`config.mk`:
```
export PLATFORM = sky130hd
export DESIGN_NAME = adc_autopd_ctrl
export DESIGN_NICKNAME = d
export VERILOG_FILES = /design/src/rtl/adcpd_pkg.sv /design/src/rtl/adcpd_ctrl_word.sv /design/src/rtl/adcpd_wake_timer.sv /design/src/rtl/adcpd_shifter.sv /design/src/rtl/adc_autopd_ctrl.sv
export SDC_FILE = /design/constraint.sdc
export NUM_CORES = 1
export LEC_CHECK = 0
export BUFFER_PORTS_ARGS = -buffer_cell sky130_fd_sc_hd__buf_2
export CAP_MARGIN = 20
export CORE_ASPECT_RATIO = 0.75
export CORE_MARGIN = 5
export CORE_UTILIZATION = 35
export DETAILED_ROUTE_END_ITERATION = 12
export PLACE_DENSITY = 0.55
export SYNTH_ARGS = -nofsm -noshare
export SYNTH_HDL_FRONTEND = slang
export SYNTH_SLANG_ARGS = --single-unit
```
`constraint.sdc`:
```
create_clock -name clk -period 3.25 [get_ports clk]
set_input_delay 0 -clock clk [delete_from_list [all_inputs] [get_ports clk]]
set_output_delay 0 -clock clk [all_outputs]
set_load 0.1 [all_outputs]
```
`src/rtl/adcpd_pkg.sv`:
```
package adcpd_pkg;

   typedef enum logic [1:0] {
      PM_NORMAL = 2'b00,
      PM_STBY   = 2'b01,
      PM_SHDN   = 2'b10,
      PM_FULL   = 2'b11
   } pm_mode_t;

   typedef enum logic [1:0] {
      SQ_IDLE = 2'b00,
      SQ_CFG  = 2'b01,
      SQ_CONV = 2'b10
   } seq_st_t;

   function automatic pm_mode_t pm_sanitize(input logic [1:0] m);
      pm_mode_t r;
      r = pm_mode_t'(m);
      if (r == PM_FULL) r = PM_NORMAL;
      return r;
   endfunction

   function automatic logic pm_is_auto(input pm_mode_t m);
      return (m == PM_STBY) || (m == PM_SHDN);
   endfunction

endpackage

```
`src/rtl/adcpd_ctrl_word.sv`:
```
module adcpd_ctrl_word
   import adcpd_pkg::*;
#(
   parameter int WORD_W  = 16,
   parameter int WR_BIT  = 15,
   parameter int PM_LSB  = 4,
   parameter int REF_BIT = 2
) (
   input  pm_mode_t          mode,
   output logic [WORD_W-1:0] word
);

   if (WR_BIT >= WORD_W || PM_LSB + 1 >= WORD_W || REF_BIT >= WORD_W) begin : g_bad_pos
      $error("adcpd_ctrl_word: field position outside word");
   end
   if (WR_BIT == REF_BIT || WR_BIT == PM_LSB || WR_BIT == PM_LSB + 1 ||
       REF_BIT == PM_LSB || REF_BIT == PM_LSB + 1) begin : g_overlap
      $error("adcpd_ctrl_word: overlapping fields");
   end

   always_comb begin
      word               = '0;
      word[WR_BIT]       = 1'b1;
      word[PM_LSB+1 -: 2] = mode;
      word[REF_BIT]      = 1'b1;
   end

endmodule

```
`src/rtl/adcpd_wake_timer.sv`:
```
module adcpd_wake_timer
   import adcpd_pkg::*;
#(
   parameter int unsigned CLK_HZ  = 100_000_000,
   parameter int unsigned SHUT_NS = 500_000,
   parameter int unsigned STBY_NS = 750
) (
   input  logic     clk,
   input  logic     rst_n,
   input  logic     load,
   input  pm_mode_t mode,
   output logic     busy
);

   localparam longint unsigned NS_PER_S = 64'd1_000_000_000;
   localparam longint unsigned SHUT_CYC =
      (64'(CLK_HZ) * 64'(SHUT_NS) + NS_PER_S - 64'd1) / NS_PER_S;
   localparam longint unsigned STBY_CYC =
      (64'(CLK_HZ) * 64'(STBY_NS) + NS_PER_S - 64'd1) / NS_PER_S;
   localparam longint unsigned MAX_CYC = (SHUT_CYC > STBY_CYC) ? SHUT_CYC : STBY_CYC;
   localparam int CNT_W = (MAX_CYC < 64'd2) ? 1 : $clog2(MAX_CYC + 64'd1);

   if (CLK_HZ == 0) begin : g_bad_clk
      $error("adcpd_wake_timer: CLK_HZ must be non-zero");
   end

   logic [CNT_W-1:0] cnt;
   logic [CNT_W-1:0] load_val;

   always_comb begin
      case (mode)
         PM_SHDN: load_val = CNT_W'(SHUT_CYC);
         PM_STBY: load_val = CNT_W'(STBY_CYC);
         default: load_val = '0;
      endcase
   end

   always_ff @(posedge clk) begin
      if (!rst_n)          cnt <= '0;
      else if (load)       cnt <= load_val;
      else if (cnt != '0)  cnt <= cnt - CNT_W'(1);
   end

   assign busy = (cnt != '0);

   assert_count_down_R7 : assert property (@(posedge clk) disable iff (!rst_n)
      (cnt != '0 && !load) |=> (cnt == $past(cnt) - CNT_W'(1)));

endmodule

```
`src/rtl/adcpd_shifter.sv`:
```
module adcpd_shifter #(
   parameter int WORD_W   = 16,
   parameter int HALF_DIV = 2,
   parameter int PD_EDGE  = 15
) (
   input  logic              clk,
   input  logic              rst_n,
   input  logic              start,
   input  logic [WORD_W-1:0] tx_word,
   input  logic              sdo,
   output logic              cs_n,
   output logic              sclk,
   output logic              sdi,
   output logic [WORD_W-1:0] rx_word,
   output logic              pd_edge,
   output logic              last
);

   localparam int HALVES = 2 * WORD_W;
   localparam int HC_W   = $clog2(HALVES);

   if (HALF_DIV < 1) begin : g_bad_div
      $error("adcpd_shifter: HALF_DIV must be at least 1");
   end
   if (PD_EDGE < 1 || PD_EDGE > WORD_W) begin : g_bad_edge
      $error("adcpd_shifter: PD_EDGE outside frame");
   end

   logic              tick;
   logic [HC_W-1:0]   hcnt;
   logic [WORD_W-1:0] tx_sh;
   logic [WORD_W-1:0] rx_sh;

   if (HALF_DIV == 1) begin : g_nodiv
      assign tick = 1'b1;
   end else begin : g_div
      localparam int DC_W = $clog2(HALF_DIV);
      logic [DC_W-1:0] dcnt;
      always_ff @(posedge clk) begin
         if (!rst_n)     dcnt <= '0;
         else if (cs_n)  dcnt <= '0;
         else if (tick)  dcnt <= '0;
         else            dcnt <= dcnt + DC_W'(1);
      end
      assign tick = (dcnt == DC_W'(HALF_DIV - 1));
   end

   assign pd_edge = !cs_n && tick && (hcnt == HC_W'(2 * PD_EDGE - 2));
   assign last    = !cs_n && tick && (hcnt == HC_W'(HALVES - 1));

   always_ff @(posedge clk) begin
      if (!rst_n) begin
         cs_n  <= 1'b1;
         sclk  <= 1'b1;
         hcnt  <= '0;
         tx_sh <= '0;
         rx_sh <= '0;
      end else if (cs_n) begin
         if (start) begin
            cs_n  <= 1'b0;
            sclk  <= 1'b0;
            hcnt  <= '0;
            tx_sh <= tx_word;
         end
      end else if (tick) begin
         if (last) begin
            cs_n <= 1'b1;
            sclk <= 1'b1;
         end else begin
            hcnt <= hcnt + HC_W'(1);
            sclk <= ~sclk;
            if (!sclk) rx_sh <= {rx_sh[WORD_W-2:0], sdo};
            else       tx_sh <= {tx_sh[WORD_W-2:0], 1'b0};
         end
      end
   end

   assign sdi     = tx_sh[WORD_W-1];
   assign rx_word = rx_sh;

   assert_sclk_idle_R1 : assert property (@(posedge clk) disable iff (!rst_n)
      cs_n |-> sclk);
   assert_sclk_fall_in_frame_R1 : assert property (@(posedge clk) disable iff (!rst_n)
      $fell(sclk) |-> !cs_n);

endmodule

```
`src/rtl/adc_autopd_ctrl.sv`:
```
module adc_autopd_ctrl
   import adcpd_pkg::*;
#(
   parameter int unsigned CLK_HZ   = 100_000_000,
   parameter int          HALF_DIV = 2,
   parameter int          WORD_W   = 16,
   parameter int          PD_EDGE  = 15,
   parameter int          WR_BIT   = 15,
   parameter int          PM_LSB   = 4,
   parameter int          REF_BIT  = 2,
   parameter int unsigned SHUT_NS  = 500_000,
   parameter int unsigned STBY_NS  = 750
) (
   input  logic              clk,
   input  logic              rst_n,
   input  logic              conv_req,
   input  logic [1:0]        mode_sel,
   input  logic              sdo,
   output logic              cs_n,
   output logic              sclk,
   output logic              sdi,
   output logic              busy,
   output logic              lowpwr,
   output logic              res_valid,
   output logic [WORD_W-1:0] res_data
);

   seq_st_t           st;
   pm_mode_t          req_mode;
   pm_mode_t          frm_mode;
   logic              programmed;
   logic              req_pend;
   logic              start;
   logic              wake_busy;
   logic              pd_edge;
   logic              last;
   logic [WORD_W-1:0] tx_word;
   logic [WORD_W-1:0] rx_word;

   assign req_mode = pm_sanitize(mode_sel);
   assign start    = (st == SQ_IDLE) && (req_pend || conv_req) &&
                     (!programmed || !wake_busy);

   adcpd_ctrl_word #(
      .WORD_W (WORD_W),
      .WR_BIT (WR_BIT),
      .PM_LSB (PM_LSB),
      .REF_BIT(REF_BIT)
   ) u_word (
      .mode(req_mode),
      .word(tx_word)
   );

   adcpd_shifter #(
      .WORD_W  (WORD_W),
      .HALF_DIV(HALF_DIV),
      .PD_EDGE (PD_EDGE)
   ) u_shift (
      .clk    (clk),
      .rst_n  (rst_n),
      .start  (start),
      .tx_word(tx_word),
      .sdo    (sdo),
      .cs_n   (cs_n),
      .sclk   (sclk),
      .sdi    (sdi),
      .rx_word(rx_word),
      .pd_edge(pd_edge),
      .last   (last)
   );

   adcpd_wake_timer #(
      .CLK_HZ (CLK_HZ),
      .SHUT_NS(SHUT_NS),
      .STBY_NS(STBY_NS)
   ) u_wake (
      .clk  (clk),
      .rst_n(rst_n),
      .load (last),
      .mode (frm_mode),
      .busy (wake_busy)
   );

   always_ff @(posedge clk) begin
      if (!rst_n) begin
         st         <= SQ_IDLE;
         frm_mode   <= PM_NORMAL;
         programmed <= 1'b0;
         req_pend   <= 1'b0;
         res_valid  <= 1'b0;
         res_data   <= '0;
         lowpwr     <= 1'b0;
      end else begin
         res_valid <= 1'b0;
         req_pend  <= req_pend | conv_req;
         if (start) begin
            frm_mode <= req_mode;
            if (programmed) begin
               st       <= SQ_CONV;
               req_pend <= 1'b0;
            end else begin
               st       <= SQ_CFG;
               req_pend <= 1'b1;
            end
         end
         if (last) begin
            st         <= SQ_IDLE;
            programmed <= 1'b1;
            lowpwr     <= 1'b0;
            if (st == SQ_CONV) begin
               res_valid <= 1'b1;
               res_data  <= rx_word;
            end
         end else if (pd_edge && pm_is_auto(frm_mode)) begin
            lowpwr <= 1'b1;
         end
      end
   end

   assign busy = (st != SQ_IDLE) || wake_busy || req_pend;

   assert_valid_one_cycle_R9 : assert property (@(posedge clk) disable iff (!rst_n)
      res_valid |=> !res_valid);
   assert_lowpwr_in_frame_R5 : assert property (@(posedge clk) disable iff (!rst_n)
      lowpwr |-> !cs_n);
   assert_normal_no_lowpwr_R5 : assert property (@(posedge clk) disable iff (!rst_n)
      (frm_mode == PM_NORMAL) |-> !lowpwr);
   assert_wake_holdoff_R6 : assert property (@(posedge clk) disable iff (!rst_n)
      (wake_busy && cs_n && programmed) |=> cs_n);
   assert_req_held_R8 : assert property (@(posedge clk) disable iff (!rst_n)
      conv_req |=> busy);

endmodule

```
==> impl_metrics.env, run 1 <==
export IMPL_wl_met2_mm=3.000
export IMPL_synth_area_per_cell_um2=8.537
export IMPL_grt_ovfl_total=0
export IMPL_hp_class="in -> reg"
export IMPL_vias=2690
export IMPL_place_ws_ns=0.9060
export IMPL_route_met3_wl_um=276
export IMPL_post_cts_buffers=0
export IMPL_ys_warnings_count=0
export IMPL_synth_edf_count=0
export IMPL_highest_layer="met4"
export IMPL_period_minus_slack_ns=2.474
export IMPL_fin_total_pwr_mw=2.170
export IMPL_grtUsageTotal=0.1272
export IMPL_io_buffers=27
export IMPL_drc_errors=0
export IMPL_max_stage_delay_ns=0.44
export IMPL_whs_ns=0.2332
export IMPL_fp_dieArea_um2=11750
export IMPL_grt_max_degree=47
export IMPL_synth_top_cells_by_count="90 x nand2_1, 78 x dfxtp_1, 35 x a21boi_0"
export IMPL_ys_seq_area_frac=0.4619
export IMPL_min_path_cells=3
export IMPL_core_um2=9542
export IMPL_slew_viol_final=0
export IMPL_antenna_cells=0
export IMPL_cts_buffers=9
export IMPL_end_kind="output port"
export IMPL_syn_nets=408
export IMPL_cts_buffer_depth=2
export IMPL_cp_max_fo=5
export IMPL_fin_setup_tns_ns=0
export IMPL_synth_seq_cells=78
export IMPL_cap_viol_max_count=0
export IMPL_critPathMostFrequentCell="nand3b_1"
export IMPL_rsz0062_at_grt="no"
export IMPL_netlist_instances=396
export IMPL_postRouteAntennaNets=0
export IMPL_rows=31
export IMPL_cts_htree_levels=3
export IMPL_dpl_hpwl_mm=4.748
export IMPL_internal_power_mw=1.683
export IMPL_clock_fmax_ghz=0.4041
export IMPL_firstDrtPassIters=5
export IMPL_max_vdd_ir_drop_uv=239.0
export IMPL_slowest_stage="nor3b_1"
export IMPL_crit_family="simple AND/OR/NAND/NOR gates"
export IMPL_grt_antenna_before_repair=0
export IMPL_clkTransAtPathRegs_ns=0.05
export IMPL_cp_num_cells=7
export IMPL_die_h_um=95.12
export IMPL_drt_met1_wl_mm=3.496
export IMPL_chipWidth_um=123.5
export IMPL_yosysMostFrequentCell="nand2_1"
export IMPL_numPlacedInstances=535
export IMPL_rr_worst_depth=7
export IMPL_clockPowerShare=0.482
export IMPL_ys_async_sr_fraction=0
export IMPL_worst_slack_ns=0.7755
export IMPL_synthTopCellsByArea="dfxtp_1 46%, nand2_1 10%, a21boi_0 7.8%"
export IMPL_worstPathArrival_ns=2.47
export IMPL_grt_pass1_vias=2489
export IMPL_postCtsResizedCells=0
export IMPL_hold_viol=0
export IMPL_cp_required_ns=3.25
export IMPL_finalCritPeriodShare=0.7614
export IMPL_clock_sinks=78
export IMPL_stdcell_count=555
export IMPL_final_util=0.4159
export IMPL_pwr_share_comb=0.064
export IMPL_leakagePower_nw=1.506
export IMPL_cp_cell_sequence="inv_1 -> ha_1 -> nor3b_1 -> nand3b_1 -> nor3_2 -> nand3b_1 -> buf_2"
export IMPL_criticalPathCategory="reg -> out"
export IMPL_routedWlPerCell_um=12.24
export IMPL_design_area_um2=3969
export IMPL_layout_drive_gt1_share=0.1371
export IMPL_layout_nets=430
export IMPL_cts_tree="done"
export IMPL_synth_cell_area_um2=3381
export IMPL_switching_share=0.2244
export IMPL_tightestPinTransition_ns=0.7195
export IMPL_synth_main_ff_cell="dfxtp_1"
export IMPL_grt_pass1_wl_mm=11.65
export IMPL_cp_start_kind="flop"
export IMPL_relSlewSlack=0.5192
export IMPL_finalSetupViolCount=0
export IMPL_finalWirelength_mm=6.795
export IMPL_synth_cell_types=52
export IMPL_start_util=0.3543
export IMPL_areaGrowthSynthToFinish_pct=17.39
export IMPL_synth_top_cell_area_share=0.4619
export IMPL_clock_skew_ns=0.005165
export IMPL_path_buf_inv=2
export IMPL_yosysTopAreaCell="dfxtp_1"
export IMPL_clock_latency_ns=0.33
export IMPL_via_per_inst=4.847
export IMPL_switchingPower_uw=486.9
export IMPL_gp_congestion=0.7958
export IMPL_io_pins=28
export IMPL_p_seq_frac=0.454
export IMPL_cts_root_buf="clkbuf_16"
export IMPL_placed_area_um2=3612
export IMPL_drt_iter0_drc=145
export IMPL_outcome="complete, no violations"
export IMPL_p_per_area_nw_per_um2=546.7
repair_timing:
| item | in CTS | in global routing |
|---|---|---|
| hold buffers | 4 | 0 |
| hold endpoints to repair | 4 | 0 |
| setup endpoints to repair | 0 | 0 |
cell usage in the layout, fill, tap and decap left out, types with 3 or more instances in the layout:
master / instances
buf_4: 4
nand3b_1: 4
dfxtp_1: 78
a21boi_0: 35
xnor2_1: 5
buf_2: 27
nand3_1: 23
nor3_1: 5
and2_1: 5
xor2_1: 5
mux2i_1: 3
nor2b_1: 3
o31ai_1: 5
o22ai_1: 10
nand2_1: 90
nor4_1: 5
clkbuf_16: 9
o21ai_0: 14
a21oi_1: 5
nor2_1: 22
ha_1: 6
dlygate4sd3_1: 4
a31oi_1: 6
inv_1: 9
cells by family after synthesis:
group,after synthesis,synth area share
simple gates,179,0.2591
fa+ha+maj,6,0.02221
compound gates,87,0.1828
flops,78,0.4619
xor+xnor,10,0.02591
buf+inv,33,0.03923
mux,3,0.008883
worst paths after layout:
| check | startpoint | to | slack (ns) |
|---|---|---|---|
| min | rst_n | u_wake.cnt[6] | 0.23 |
| min reg2reg | res_data[12] | res_data[12] | 0.46 |
| max reg2reg | u_shift.hcnt[0] | u_shift.tx_sh[2] | 0.89 |
| max | u_wake.cnt[0] | busy | 0.78 |
power by group through the flow:
| stage | logic (mW) | clock network [mW] | registers [mW] |
|---|---|---|---|
| after global routing | 0.152 | 1.12 | 0.988 |
| after global placement | 0.136 | 0 | 1.01 |
| final | 0.139 | 1.05 | 0.985 |
| after CTS | 0.141 | 1.08 | 0.985 |
| after detailed placement | 0.138 | 0 | 1.01 |
| after floorplan | 0.0871 | 0 | 1.03 |
worst register-to-register path, cell delays in order, from the launching register on:
cell	delay, ns
dfxtp_1	0.34
ha_1	0.23
and3_1	0.18
ha_1	0.22
nor2_1	0.27
nand2_1	0.49
and2_1	0.35
o21a_1	0.16
metal layers:
layer / global-route usage / vias to the layer above
met5: 0 / -
met4: 0.04055 / 0
met3: 0.04626 / 2
met2: 0.1967 / 43
met1: 0.1655 / 1236
li1: - / 1409
flip-flops by register name, indices dropped and copies added (netlist names):
name and count:
programmed 1, req_pend 1, u_shift.rx_word 16, u_shift.g_div.dcnt 1
st 2, lowpwr 1, u_shift.sclk 1, res_valid 1
u_shift.cs_n 1, res_data 16, u_shift.hcnt 5, frm_mode 2
u_wake.cnt 16, u_shift.tx_sh 14
layout make-up:
| class | instances | area (um^2) |
|---|---|---|
| clock buffers | 11 | 232.7 |
| clock inverters | 5 | 83.83 |
| fillers | 982 | 5573 |
| inverters | 9 | 33.78 |
| multi-input cells | 285 | 1687 |
| flip-flops and latches | 78 | 1562 |
| well taps | 132 | 165.2 |
| repair buffers | 35 | 205.2 |
Power figures use the tool's default switching activity.
==> inputs of run 2 (changes only) <==
- PLACE_DENSITY: 0.55 -> 0.57
- clock period: 3.25 -> 2.1 ns (I/O delays scaled with it)
==> impl_metrics.env, run 2 (synthesized netlist as in run 1, its figures left out) <==
export IMPL_outcome="complete, no violations"
export IMPL_clkTransAtPathRegs_ns=0.06
export IMPL_core_um2=9542
export IMPL_clock_latency_ns=0.34
export IMPL_period_minus_slack_ns=2.008
export IMPL_final_util=0.4357
export IMPL_layout_nets=449
export IMPL_cts_root_buf="clkbuf_16"
export IMPL_clock_sinks=78
export IMPL_grt_pass1_wl_mm=12.14
export IMPL_layout_drive_gt1_share=0.1923
export IMPL_cp_max_fo=3
export IMPL_via_per_inst=4.869
export IMPL_clock_skew_ns=0.007286
export IMPL_fin_setup_tns_ns=0
export IMPL_stdcell_count=574
export IMPL_antenna_cells=0
export IMPL_worstPathArrival_ns=2.01
export IMPL_die_h_um=95.12
export IMPL_gp_congestion=0.7864
export IMPL_dpl_hpwl_mm=5.002
export IMPL_cts_buffer_depth=2
export IMPL_fin_total_pwr_mw=3.349
export IMPL_grt_pass1_vias=2520
export IMPL_cp_required_ns=2.10
export IMPL_clock_fmax_ghz=0.4981
export IMPL_chipWidth_um=123.5
export IMPL_max_stage_delay_ns=0.32
export IMPL_end_kind="output port"
export IMPL_grt_ovfl_total=0
export IMPL_grt_max_degree=47
export IMPL_rows=31
export IMPL_cts_tree="done"
export IMPL_finalWirelength_mm=7.121
export IMPL_max_vdd_ir_drop_uv=428.0
export IMPL_slew_viol_final=0
export IMPL_drc_errors=0
export IMPL_start_util=0.3543
export IMPL_postRouteAntennaNets=0
export IMPL_cap_viol_max_count=0
export IMPL_io_buffers=27
export IMPL_cp_start_kind="flop"
export IMPL_hp_class="in -> reg"
export IMPL_layout_common_cells="90 x nand2_1, 76 x dfxtp_1, 35 x a21boi_0"
export IMPL_leakagePower_nw=1.605
export IMPL_drt_iter0_drc=231
export IMPL_cts_htree_levels=3
export IMPL_finalSetupViolCount=0
export IMPL_relSlewSlack=0.5754
export IMPL_fp_dieArea_um2=11750
export IMPL_grt_antenna_before_repair=0
export IMPL_final_common_cell="nand2_1"
export IMPL_n_fill_cell=970
export IMPL_hold_viol=0
export IMPL_routedWlPerCell_um=12.41
export IMPL_firstDrtPassIters=4
export IMPL_grtUsageTotal=0.1310
export IMPL_vias=2795
export IMPL_numPlacedInstances=550
export IMPL_criticalPathCategory="reg -> out"
export IMPL_cts_buffers=9
export IMPL_slowest_stage="dfxtp_1"
export IMPL_tightestPinTransition_ns=0.6339
export IMPL_cp_cell_sequence="inv_1 -> ha_1 -> nor3b_2 -> nand3b_1 -> nor3_4 -> nand3b_1 -> buf_6"
export IMPL_p_per_area_nw_per_um2=805.4
export IMPL_io_pins=28
export IMPL_areaGrowthSynthToFinish_pct=22.98
export IMPL_finalCritPeriodShare=0.9560
export IMPL_critPathMostFrequentCell="nand3b_1"
run 2: cell types whose count changed in the layout (fill, tap and decap cells not counted), moves of 2 or more:
| cell | previous run | this run |
|---|---|---|
| buf_4 | 4 | 20 |
| buf_6 | 0 | 2 |
| clkbuf_1 | 2 | 0 |
| dfxtp_1 | 78 | 76 |
| dfxtp_2 | 0 | 2 |
| ha_1 | 6 | 4 |
| ha_2 | 0 | 2 |
run 2: stage by stage:
step / instance area [um^2] / hold WS [ns] / setup WS (ns)
after floorplan: 3417 / 0.1449 / 0.01912
after global placement: 3740 / 0.2602 / 0.1309
after detailed placement: 3740 / 0.2681 / 0.09027
after CTS: 4106 / 0.02271 / 0.02215
after global routing: 4158 / 0.04453 / -0.003431
final: 4158 / 0.02906 / 0.09239
run 2: timing repair:
item / CTS / global route
setup buffers: 0 / 3
endpoints found under the hold margin: 4 / 0
hold buffers: 5 / 0
gates resized for setup: 2 / 4
pin swaps: 0 / 3
endpoints found under the setup margin: 1 / 29
run 2: worst max-delay path, delay by kind of cell, from the launching register on:
kind          cells  cell delay, ns
simple gates      4            0.86
flops             1            0.32
buf+inv           2            0.29
fa+ha+maj         1            0.20
run 2: final timing paths:
check | from | cells past startpoint | to | slack (ns)
worst max-delay path | u_wake.cnt[0] | 7 | busy | 0.09
worst min register to register | res_data[11] | 2 | res_data[11] | 0.46
worst min-delay path | rst_n | 3 | u_wake.cnt[6] | 0.03
worst max register to register | u_wake.cnt[2] | 7 | u_shift.sclk | 0.14
run 2: per-layer routing:
| layer | global-route usage | share of wire | vias to the layer above |
|---|---|---|---|
| met5 | 0 | 0 | - |
| met4 | 0.04885 | 0.015 | 0 |
| met3 | 0.04093 | 0.045 | 10 |
| met2 | 0.1936 | 0.41 | 42 |
| met1 | 0.1792 | 0.53 | 1289 |
| li1 | - | - | 1454 |
run 2: layout make-up:
cell class / count / area [um^2] / area share
well taps: 132 / 165.2 / 0.03972
repair buffers: 54 / 372.9 / 0.08968
clock buffers: 9 / 225.2 / 0.05417
inverters: 9 / 33.78 / 0.008125
multi-input cells: 285 / 1714 / 0.4123
clock inverters: 7 / 82.58 / 0.01986
flip-flops and latches: 78 / 1564 / 0.3762
run 2: power breakdown:
group          total (mW)  switching (mW)  internal [mW]
combinational       0.236           0.161         0.0754
clock                1.59           0.651          0.936
sequential           1.52          0.0234           1.50
total                3.35           0.835           2.51
